===== src/rtl/xdc_pkg.sv =====
package xdc_pkg;

    localparam int DATA_W   = 32;
    localparam int CHK_W    = 6;
    localparam int HAM_W    = DATA_W + CHK_W;
    localparam int WIRE_W   = 2 * HAM_W + 1;
    localparam int PAR_WIRE = WIRE_W - 1;

    typedef logic [DATA_W-1:0] data_t;
    typedef logic [HAM_W-1:0]  ham_t;   // bit k holds Hamming position k+1
    typedef logic [WIRE_W-1:0] wire_t;
    typedef logic [CHK_W-1:0]  syn_t;

    typedef struct packed {
        data_t data;
        logic  corrected;
        logic  uncorrectable;
    } dec_res_t;

    typedef enum logic [2:0] {
        PK_A_CLEAN,
        PK_B_CLEAN,
        PK_A_ZERO,
        PK_B_ZERO,
        PK_A_FIX,
        PK_B_FIX
    } pick_t;

    function automatic logic is_pow2(input int p);
        return (p & (p - 1)) == 0;
    endfunction

    function automatic syn_t ham_syndrome(input ham_t h);
        syn_t s;
        s = '0;
        for (int p = 1; p <= HAM_W; p++) begin
            if (h[p-1]) s = s ^ syn_t'(p);
        end
        return s;
    endfunction

    function automatic ham_t ham_encode(input data_t d);
        ham_t h;
        syn_t s;
        int   k;
        h = '0;
        k = 0;
        for (int p = 1; p <= HAM_W; p++) begin
            if (!is_pow2(p)) begin
                h[p-1] = d[k];
                k = k + 1;
            end
        end
        s = ham_syndrome(h);
        for (int j = 0; j < CHK_W; j++) begin
            h[(1 << j) - 1] = s[j];
        end
        return h;
    endfunction

    function automatic data_t ham_extract(input ham_t h);
        data_t d;
        int    k;
        d = '0;
        k = 0;
        for (int p = 1; p <= HAM_W; p++) begin
            if (!is_pow2(p)) begin
                d[k] = h[p-1];
                k = k + 1;
            end
        end
        return d;
    endfunction

endpackage


===== src/rtl/xdc_stage.sv =====
module xdc_stage #(
    parameter int W      = 1,
    parameter bit ENABLE = 1'b1
) (
    input  logic         clk,
    input  logic         rst,
    input  logic         valid_i,
    input  logic [W-1:0] data_i,
    output logic         valid_o,
    output logic [W-1:0] data_o
);

    generate
        if (ENABLE) begin : g_reg
            always_ff @(posedge clk) begin
                if (rst) begin
                    valid_o <= 1'b0;
                    data_o  <= '0;
                end else begin
                    valid_o <= valid_i;
                    data_o  <= data_i;
                end
            end

            // one-cycle latency of the valid strobe
            a_r9_valid_follows: assert property (@(posedge clk) disable iff (rst)
                valid_i |=> valid_o);
            a_r9_idle_follows: assert property (@(posedge clk) disable iff (rst)
                !valid_i |=> !valid_o);
        end else begin : g_pass
            assign valid_o = valid_i;
            assign data_o  = data_i;
        end
    endgenerate

endmodule


===== src/rtl/xdc_encoder.sv =====
module xdc_encoder
    import xdc_pkg::*;
(
    input  data_t data_i,
    output wire_t word_o
);

    ham_t ham;
    assign ham = ham_encode(data_i);

    generate
        for (genvar i = 0; i < HAM_W; i++) begin : g_dup
            assign word_o[2*i]     = ham[i];
            assign word_o[2*i + 1] = ham[i];
        end
    endgenerate

    assign word_o[PAR_WIRE] = ^ham;

endmodule


===== src/rtl/xdc_decoder.sv =====
module xdc_decoder
    import xdc_pkg::*;
(
    input  wire_t    word_i,
    output dec_res_t res_o
);

    ham_t  cp_a;
    ham_t  cp_b;
    logic  par_w;
    syn_t  syn_a;
    syn_t  syn_b;
    logic  pm_a;
    logic  pm_b;
    pick_t pick;
    logic  take_b;
    ham_t  chosen;
    syn_t  syn_c;
    ham_t  fixed;

    generate
        for (genvar i = 0; i < HAM_W; i++) begin : g_split
            assign cp_a[i] = word_i[2*i];
            assign cp_b[i] = word_i[2*i + 1];
        end
    endgenerate

    assign par_w = word_i[PAR_WIRE];

    always_comb begin
        syn_a = ham_syndrome(cp_a);
        syn_b = ham_syndrome(cp_b);
        pm_a  = (^cp_a) == par_w;
        pm_b  = (^cp_b) == par_w;

        if (syn_a == '0 && pm_a)      pick = PK_A_CLEAN;
        else if (syn_b == '0 && pm_b) pick = PK_B_CLEAN;
        else if (syn_a == '0)         pick = PK_A_ZERO;
        else if (syn_b == '0)         pick = PK_B_ZERO;
        else if (pm_a)                pick = PK_A_FIX;
        else                          pick = PK_B_FIX;

        take_b = (pick == PK_B_CLEAN) || (pick == PK_B_ZERO) || (pick == PK_B_FIX);
        chosen = take_b ? cp_b : cp_a;
        syn_c  = take_b ? syn_b : syn_a;

        fixed = chosen;
        if (syn_c != '0 && int'(syn_c) <= HAM_W) begin
            fixed[int'(syn_c) - 1] = ~chosen[int'(syn_c) - 1];
        end

        res_o.data          = ham_extract(fixed);
        res_o.corrected     = (cp_a != cp_b) || (syn_a != '0) || !pm_a;
        res_o.uncorrectable = int'(syn_c) > HAM_W;
    end

endmodule


===== src/rtl/xdc_codec.sv =====
module xdc_codec
    import xdc_pkg::*;
#(
    parameter bit OUT_REG = 1'b1
) (
    input  logic         clk,
    input  logic         rst,
    input  logic         enc_valid_i,
    input  logic [31:0]  enc_data_i,
    output logic         enc_valid_o,
    output logic [76:0]  enc_word_o,
    input  logic         dec_valid_i,
    input  logic [76:0]  dec_word_i,
    output logic         dec_valid_o,
    output logic [31:0]  dec_data_o,
    output logic         dec_corrected_o,
    output logic         dec_uncorrectable_o
);

    localparam int RES_W = $bits(dec_res_t);

    wire_t    enc_word_c;
    dec_res_t dec_res_c;
    dec_res_t dec_res_q;

    xdc_encoder u_enc (
        .data_i (enc_data_i),
        .word_o (enc_word_c)
    );

    xdc_stage #(.W(WIRE_W), .ENABLE(OUT_REG)) u_enc_stage (
        .clk     (clk),
        .rst     (rst),
        .valid_i (enc_valid_i),
        .data_i  (enc_word_c),
        .valid_o (enc_valid_o),
        .data_o  (enc_word_o)
    );

    xdc_decoder u_dec (
        .word_i (dec_word_i),
        .res_o  (dec_res_c)
    );

    xdc_stage #(.W(RES_W), .ENABLE(OUT_REG)) u_dec_stage (
        .clk     (clk),
        .rst     (rst),
        .valid_i (dec_valid_i),
        .data_i  (dec_res_c),
        .valid_o (dec_valid_o),
        .data_o  (dec_res_q)
    );

    assign dec_data_o          = dec_res_q.data;
    assign dec_corrected_o     = dec_res_q.corrected;
    assign dec_uncorrectable_o = dec_res_q.uncorrectable;

    // output-side views of the two wire copies for the checks below
    ham_t out_even;
    ham_t out_odd;
    generate
        for (genvar i = 0; i < HAM_W; i++) begin : g_view
            assign out_even[i] = enc_word_o[2*i];
            assign out_odd[i]  = enc_word_o[2*i + 1];
        end
    endgenerate

    a_r3_pairs_equal: assert property (@(posedge clk) disable iff (rst)
        enc_valid_o |-> (out_even == out_odd));

    a_r4_parity_wire: assert property (@(posedge clk) disable iff (rst)
        enc_valid_o |-> (enc_word_o[PAR_WIRE] == ^out_even));

    a_r8_unc_with_corr: assert property (@(posedge clk) disable iff (rst)
        (dec_valid_o && dec_uncorrectable_o) |-> dec_corrected_o);

endmodule


===== config.mk =====
export PLATFORM = sky130hd
export DESIGN_NAME = xdc_codec
export DESIGN_NICKNAME = d
export VERILOG_FILES = /design/src/rtl/xdc_pkg.sv /design/src/rtl/xdc_stage.sv /design/src/rtl/xdc_encoder.sv /design/src/rtl/xdc_decoder.sv /design/src/rtl/xdc_codec.sv
export SDC_FILE = /design/constraint.sdc
export NUM_CORES = 1
export LEC_CHECK = 0
export ABC_AREA = 0
export CAP_MARGIN = 15
export CORE_MARGIN = 3
export CORE_UTILIZATION = 40
export CTS_CLUSTER_SIZE = 28
export DETAILED_ROUTE_END_ITERATION = 12
export PLACE_DENSITY = 0.83
export SYNTH_ARGS = -nofsm -noshare
export SYNTH_HDL_FRONTEND = slang
export SYNTH_SLANG_ARGS = --single-unit

===== constraint.sdc =====
create_clock -name clk -period 7.5 [get_ports clk]
set_input_delay 2.25 -clock clk [delete_from_list [all_inputs] [get_ports clk]]
set_output_delay 2.25 -clock clk [all_outputs]
set_load 0.03 [all_outputs]

# Word level (Yosys, flattened, before mapping)

Index checks and enable logic that the tools add are counted.

$lt $le $gt $ge: 4
Bitwise gates (word level): 106
Shifts and indexed selects: 0
Eq/ne operators: 6
Multiply operators: 0
Muxes and demuxes: 122
$add $sub $neg: 1
Div/mod/pow operators: 0
Reductions and logical operators: 16

Operators by type and width:

| kind                  | number |
|---|---|
| $mux W5               | 47 |
| $mux W6               | 21 |
| $not A3 Y3            | 39 |
| $reduce_xor A38 Y1    | 3 |
| $mux W4               | 23 |
| $mux W38              | 2 |
| $not A2 Y2            | 38 |
| $not A4 Y4            | 15 |
| $mux W3               | 15 |
| $bwmux W38            | 1 |
| $ne A38 B38 Y1        | 1 |
| $ge A32 B1 Y1 const B | 1 |
| $lt A32 B8 Y1 const B | 1 |
| $not A5 Y5            | 3 |
| $logic_not A6 Y1      | 2 |
| $reduce_bool A6 Y1    | 2 |
| $mux W2               | 5 |
| $not A1 Y1 const A    | 10 |
| $sub A6 B1 Y7 const B | 1 |
| $bmux W1 S6           | 1 |
| $demux W1 S6          | 1 |
| $gt A6 B6 Y1 const B  | 1 |
| $le A6 B6 Y1 const B  | 1 |
| $mux W1               | 6 |
| 8 further kinds       | 15 |

Output and inout bits: 113
Register bits: 113
Bits in latches: 0
Memories kept: 0
Memory bits (writable): 0
Bits in read-only memories: 0
Input bits: 113

# Depth between registers and ports, before layout

Gate-level depths: netlist (run 1).

Depth after elaboration: 86
Mapped depth: 21
Depth with buffers taken out: 17

# Modules after synthesis

From an unflattened synthesis (run 1), not the netlist that was laid out.

Cells, all modules: 834
Area total of the unflattened synthesis: 8398.1 um^2

By module, submodules not included:

| module                   | instances | area each (um^2) | seq. area each (um^2) | cells an instance |
|---|---|---|---|---|
| xdc_decoder              | 1         | 4165.2           | 0.0                   | 469 |
| xdc_stage at u_enc_stage | 1         | 2104.5           | 1561.5                | 164 |
| xdc_encoder              | 1         | 1162.4           | 0.0                   | 128 |
| xdc_stage at u_dec_stage | 1         | 965.9            | 700.7                 | 73 |

# Worst setup path after synthesis (run 1)

OpenSTA, ideal clock, no wires.

Path type: input-to-reg
From: input dec_word_i[12]
To: register u_dec_stage.data_o[2]
Stages: 19
Data required time: 7377 ps
Path slack: 601 ps
Path buffers: 3
Arrival time: 6776 ps
Cell sequence: xnor3_1 > xnor3_1 > xor3_1 > nor2_1 > and4_1 > clkbuf_1 > a2bb2oi_1 > nor2_1 > inv_1 > clkbuf_1 > ha_1 > nor2b_1 > or3_4 > a2bb2oi_4 > o31ai_1 > or3_1 > clkbuf_2 > or3_1 > mux2_1

Word-level cells in the longest chain between the ends: 62

Ends and longest elaborated chain:

| what                                                                        | line              | text |
|---|---|---|
| start, declared                                                             | xdc_codec.sv:13   | `input logic [76:0] dec_word_i,` |
| $mux W3                                                                     | xdc_pkg.sv:37     | `if (h[p-1]) s = s ^ syn_t'(p);` |
| $mux W4                                                                     | xdc_pkg.sv:37     |  |
| $not A2 Y2 (no line) / $mux W4 (equally long branches)                      | -                 |  |
| $mux W4 / $not A2 Y2 (equally long branches)                                | -                 |  |
| $mux W4                                                                     | xdc_pkg.sv:37     |  |
| $not A3 Y3 (no line) / $not A2 Y2 (equally long branches)                   | -                 |  |
| $mux W4                                                                     | xdc_pkg.sv:37     |  |
| $mux W4 / $not A3 Y3 (equally long branches)                                | -                 |  |
| [46 not listed]                                                             | -                 |  |
| $mux W6                                                                     | xdc_decoder.sv:45 | `syn_c = take_b ? syn_b : syn_a;` |
| $sub A6 B1 Y7                                                               | xdc_decoder.sv:49 | `fixed[int'(syn_c) - 1] = ~chosen[int'(syn_c) - 1];` |
| $ge A32 B1 Y1 (implied by the code) (tied with other cells)                 | xdc_decoder.sv:49 |  |
| $logic_and A1 B1 Y1 (implied by the code) / $mux W1 (equally long branches) | xdc_decoder.sv:49 |  |
| $mux W1 (implied by the code)                                               | xdc_decoder.sv:49 |  |
| $demux W1 S6 / $not A1 Y1 (equally long branches)                           | -                 |  |
| $bwmux W38                                                                  | xdc_decoder.sv:49 |  |
| $mux W38 *                                                                  | xdc_decoder.sv:48 | `if (syn_c != '0 && int'(syn_c) <= HAM_W) begin` |
| end signal, assigned                                                        | xdc_stage.sv:21   | `data_o <= data_i;` |
| end, declared                                                               | xdc_stage.sv:10   | `output logic [W-1:0] data_o` |

Mark *: on every way between the ends. The rest lies on a longest branch, timed or not. The select of a mux whose other input is x is not followed.
A chain may end at the register's enable or synchronous reset.

# Worst setup path in the final report (run 1)

From: input dec_word_i[12]
To: register u_dec_stage.data_o[22]

Same word-level chain as after synthesis.

==> flow_summary.toml, run 1 <==
[run_status]
status = "finished, final reports clean"

[synth]
synth_edf_count = 0
synth.area.top_cells = "dfxtp_1 (23%), xnor2_1 (19%), xnor3_1 (8.8%)"
synth_top_area_share_pct = 22.6
async_reset_ff_share_pct = 0
synth_compound_area_share_pct = 11.8
yosys_warnings = 0
synthesis.area_um2 = 6650
yosysMostFrequentCell = "xnor2_1"
synthSimpleGateAreaFrac_pct = 14.4
yosys-top-cells-count = "xnor2_1 (147), dfxtp_1 (75), nor2_1 (50)"
synth_cells = 699
synthXorXnorAreaFrac_pct = 36.4
synthFlopType = "dfxtp_1"
synthMuxAreaShare_pct = 7.96
yosysTopAreaCell = "dfxtp_1"
synth_seq_area_share_pct = 22.6
syn_nets = 816
synthDistinctLibCells = 73
synth-seq-cells = 75
synth_fa_ha_area_share_pct = 0.752
synth_top_family_by_area = "XOR/XNOR gates"
avgSynthCellArea_um2 = 9.52

[worst_setup_path]
critPathMaxFanout = 7
critical_path_class = "in2reg"
start_kind = "input pin"
setup.worst_path.end_class = "flop"
cp.arrival_ns = 7.28
crit_chain = "clkdlybuf4s50_1 > xnor3_1 > xnor3_1 > xnor3_1 > xnor3_2 > and2_4 > and3_1 > a2111o_1 > ha_1 > nor2b_1 > or3_4 > and2_1 > or4_1 > a31oi_1 > a311oi_1 > nor2b_1 > mux2_2"
critical_path.top_delay_family = "simple AND/OR/NAND/NOR gates"
crit_cells = 17
cp_num_buf_inv = 1
cp_common_cell = "xnor3_1"
cp_slowest_stage_delay_ns = 0.52
crit_required_ns = 7.72
crit_slowest_cell = "clkdlybuf4s50_1"

[die]
rows = 46
ioPinCount = 226
core-area_um2 = 16100
design.die.area_um2 = 18200
initial_utilization_pct = 41.4
dieWidth_um = 135
die_h_um = 135

[sta]
max_freq_mhz = 142
rsz0062_at_grt = "false"
setup_slack_ns = 0.436
period_minus_slack_ns = 7.06
setup_viol = 0
final_max_slew_viol_count = 0
finalHoldViolations = 0
min_period_over_period_pct = 94.2
worst-slew-pin-transition_ns = 0.843
setup_tns_ns = 0
slew_headroom_pct = 43.8

[global_routing]
grt_start_max_net_pins = 77
grt_remaining_overflow = 0
grt_pass1_vias = 5992
grt_usage_pct = 25.4
antenna_found_initial = 0
grt_pass1_wl_um = 35100

[cts]
ctsResizeCount = 0
h-tree-depth = 3
cts_inserted_buffers = 9
post_cts_buffers = 0
cts_root_buf = "clkbuf_16"
cts.path.max_buffers = 2
cts_tree = "done"
clk_pin_slew_worst_paths_ns = 0.06
cts.hold.buffers_added = 0
clock-sinks = 75

[placed_design]
dp_slack_ns = 0.112
dp_hpwl_um = 19900
gp_congestion = 1.04
portBuffers = 225

[cells_and_area]
diodes = 0
drive_above_1_share_pct = 11.3
fillCellCount = 1344
syn_to_final_growth_pct = 42.7
nNetsFinal = 1042

[routing]
drtIter0Drc = 617
drc = 0
wl_per_cell_um = 20.9
vias = 6045
via_per_inst = 5.28
detail-route-antenna-nets = 0
drtPass1Iterations = 5
totalWireLength_um = 23900

[min_path]
holdCritPathClass = "in2reg"
hold_depth = 2

[run]
maxCapViolations = 0
[layout make-up]
type	instances	area [um^2]	area share, %
multi-input combinational	556	4740	50.0
clock buffer	11	243	2.56
sequential	75	1500	15.8
inverter	4	15.0	0.158
tap	216	270	2.85
timing repair buffer	279	2670	28.1
clock inverter	4	51.3	0.541
[metal layers]
| metal | vias to the layer above | wire length (um) | global-route usage (%) |
|---|---|---|---|
| met1 | 2897 | 9980 | 33.8 |
| met2 | 250 | 11700 | 42.2 |
| li1 | 2863 | - | - |
| met3 | 35 | 1830 | 5.89 |
| met4 | 0 | 364 | 5.32 |
| met5 | - | 0 | 0 |
[cell usage in the layout (no fill, tap or decap), types with 11 or more instances in the layout]
master	count
clkdlybuf4s50_1	224
xnor2_1	147
dfxtp_1	75
buf_4	53
nor2_1	49
xor2_1	45
nor2b_1	39
mux2i_1	36
xnor3_1	26
nand2_1	20
nor3_1	15
o21ai_0	13
a211oi_1	11
mux2_2	11
[sequential cells by signal, indices dropped and copies added (netlist names)]
name and count:
u_dec_stage.valid_o 1, u_enc_stage.valid_o 1, u_dec_stage.data_o 34, u_enc_stage.data_o 39
[metrics by stage]
step | instances | hold slack, ns | instance area, um^2 | util (%)
2_1_floorplan | 699 | 2.38 | 6650 | -
3_3_place_gp | 1130 | 2.82 | 9200 | 57.3
3_5_place_dp | 1130 | 2.82 | 9200 | 57.3
4_1_cts | 1145 | 2.49 | 9490 | 59.1
5_1_grt | 1145 | 2.50 | 9490 | 59.1
6_report | 1145 | 2.49 | 9490 | 59.1
[final timing paths]
check | startpoint | end
worst max-delay path | dec_word_i[12] | u_dec_stage.data_o[22]$_SDFF_PP0_
worst min-delay path | enc_valid_i | u_enc_stage.valid_o$_SDFF_PP0_
[cell families after synthesis]
| family | Yosys count |
|---|---|
| AO/OA/AOI/OAI | 98 |
| XOR/XNOR | 225 |
| adder cells (fa/ha/maj) | 4 |
| buffers and inverters | 68 |
| flip-flops | 75 |
| multiplexers | 50 |
| AND/OR/NAND/NOR | 179 |
Power of run 1 is not shown: default switching activity piles up to over one toggle a cycle in this logic, so the estimate is an artifact.
==> run 2: changes to the inputs <==
--- a/config.mk
+++ b/config.mk
@@ -11,6 +11,7 @@
 export CORE_UTILIZATION = 40
 export CTS_CLUSTER_SIZE = 28
 export DETAILED_ROUTE_END_ITERATION = 12
+export MAX_ROUTING_LAYER = met4
 export PLACE_DENSITY = 0.83
 export SYNTH_ARGS = -nofsm -noshare
 export SYNTH_HDL_FRONTEND = slang
==> run 2 against run 1 <==
- via count is 0.55% higher
- first-iteration DRC count is 1.8% lower
- flip-flop and latch count stayed put
- clock-buffer cell count is 1 higher
- design area is 0.59% lower
- final cell count is 0.70% lower
- wire length is 0.31% higher
- critical path depth is 1 higher
- sequential share of layout area is 0.094 points higher
- hold slack worse by 0.020 ns
- global-route usage is 1.1 points higher
- critical endpoint is now u_dec_stage.data_o[23]$_SDFF_PP0_
- largest cell class unchanged
==> flow_summary.toml, run 2 (synthesized netlist as in run 1, its figures left out) <==
[cells_and_area]
diodes = 0
layout_common_cells = "clkdlybuf4s50_1 (224), xnor2_1 (147), dfxtp_1 (75)"
top_regs = "u_enc_stage.data_o: 39 flops, u_dec_stage.data_o: 34 flops"
drive_above_1_share_pct = 10.5
final_common_cell = "clkdlybuf4s50_1"
regMostFlops = "u_enc_stage.data_o"
nNetsFinal = 1033
fillCellCount = 1332
largest_register_ff_count = 39
syn_to_final_growth_pct = 41.8

[min_path]
holdCritPathClass = "in2reg"

[sta]
final_max_slew_viol_count = 0
finalHoldViolations = 0
period_minus_slack_ns = 7.15
rsz0062_at_grt = "false"
slew_headroom_pct = 45.2
min_period_over_period_pct = 95.4
max_freq_mhz = 140
setup_tns_ns = 0
setup_viol = 0
worst-slew-pin-transition_ns = 0.822

[worst_setup_path]
critPathLaunch = "dec_word_i[59]"
critPathMaxFanout = 7
critical_path.top_delay_family = "simple AND/OR/NAND/NOR gates"
cp_slowest_stage_delay_ns = 0.56
critical_path_class = "in2reg"
crit_chain = "clkdlybuf4s50_1 > xnor2_1 > buf_4 > xnor2_1 > xnor3_1 > xnor2_1 > and4bb_2 > a211oi_1 > a2111o_1 > ha_1 > nor2b_1 > or3_4 > and2_1 > or4_1 > a31oi_1 > a311oi_1 > nor2b_1 > mux2_2"
setup.worst_path.end_class = "flop"
cp.arrival_ns = 7.38
start_kind = "input pin"
cp_common_cell = "xnor2_1"
crit_end = "u_dec_stage.data_o[23]$_SDFF_PP0_"
crit_slowest_cell = "clkdlybuf4s50_1"
crit_cells = 18
cp_num_buf_inv = 2
crit_required_ns = 7.73

[cts]
cts.hold.buffers_added = 0
cts_root_buf = "clkbuf_16"
h-tree-depth = 3
cts_tree = "done"
clk_pin_slew_worst_paths_ns = 0.06
clock-sinks = 75
cts.path.max_buffers = 2
cts_inserted_buffers = 9
post_cts_buffers = 0
ctsResizeCount = 0

[routing]
wl_per_cell_um = 21.1
vias = 6078
via_per_inst = 5.35
drtPass1Iterations = 5
detail-route-antenna-nets = 0
totalWireLength_um = 24000
drtIter0Drc = 606
drc = 0

[placed_design]
portBuffers = 225
dp_hpwl_um = 19900
gp_congestion = 1.04

[global_routing]
grt_start_max_net_pins = 77
grt_remaining_overflow = 0
grt_pass1_vias = 6042
antenna_found_initial = 0
grt_usage_pct = 26.4
grt_pass1_wl_um = 35300

[run]
maxCapViolations = 0

[die]
dieWidth_um = 135
die_h_um = 135
initial_utilization_pct = 41.4
ioPinCount = 226
design.die.area_um2 = 18200
core-area_um2 = 16100
rows = 46

[run_status]
status = "finished, final reports clean"
[run 2: cell count changes in the layout (fill, tap and decap cells not counted)]
cell / change
buf_4: -9
clkbuf_8: +1
clkinv_2: +1
clkinvlp_4: -1
[run 2: worst min-delay path by stage]
| stage | endpoint | from | cells after the start |
|---|---|---|---|
| global placement | u_dec_stage.valid_o$_SDFF_PP0_ | dec_valid_i | 2 |
| CTS | u_dec_stage.valid_o$_SDFF_PP0_ | dec_valid_i | 2 |
| finish | u_dec_stage.valid_o$_SDFF_PP0_ | dec_valid_i | 2 |
| global route | u_dec_stage.valid_o$_SDFF_PP0_ | dec_valid_i | 2 |
| detailed placement | u_dec_stage.valid_o$_SDFF_PP0_ | dec_valid_i | 2 |
| floorplan | u_dec_stage.valid_o$_SDFF_PP0_ | dec_valid_i | 1 |
[run 2: final cells by class]
class                      count  area, um^2  area share, %
timing repair buffer         270        2600           27.5
tap                          216         270           2.87
clock inverter                 4        48.8          0.517
multi-input combinational    556        4740           50.3
sequential                    75        1500           15.9
inverter                       4        15.0          0.159
clock buffer                  12         256           2.72
[run 2: metrics by stage]
step                worst slack [ns]  hold slack (ns)  cells  utilization [%]  instance area (um^2)
floorplan                      0.601             2.38    699                -                  6650
global placement               0.155             2.81   1121             56.8                  9130
detailed placement            0.0869             2.82   1121             56.8                  9130
CTS                            0.436             2.46   1137             58.7                  9430
global route                   0.141             2.47   1137             58.7                  9430
finish                         0.348             2.47   1137             58.7                  9430
[run 2: routing by layer]
layer	global-route usage, %	part of all wire, %	vias up	wire (um)
met2	41.4	48	297	11400
met1	33.4	41	2880	9750
met4	7.61	2.8	0	663
met3	7.68	8.9	51	2120
li1	-	-	2850	-
met5	-	0	-	0
Power of run 2 is left out for the same reason.
==> run 3: changes to the inputs <==
--- a/config.mk
+++ b/config.mk
@@ -13,6 +13,7 @@
 export DETAILED_ROUTE_END_ITERATION = 12
 export MAX_ROUTING_LAYER = met4
 export PLACE_DENSITY = 0.83
+export SKIP_LAST_GASP = 1
 export SYNTH_ARGS = -nofsm -noshare
 export SYNTH_HDL_FRONTEND = slang
 export SYNTH_SLANG_ARGS = --single-unit
==> results of run 3 <==
The final DEF is identical to that of run 2; final timing and power are the same.
Power of run 3 is left out for the same reason.
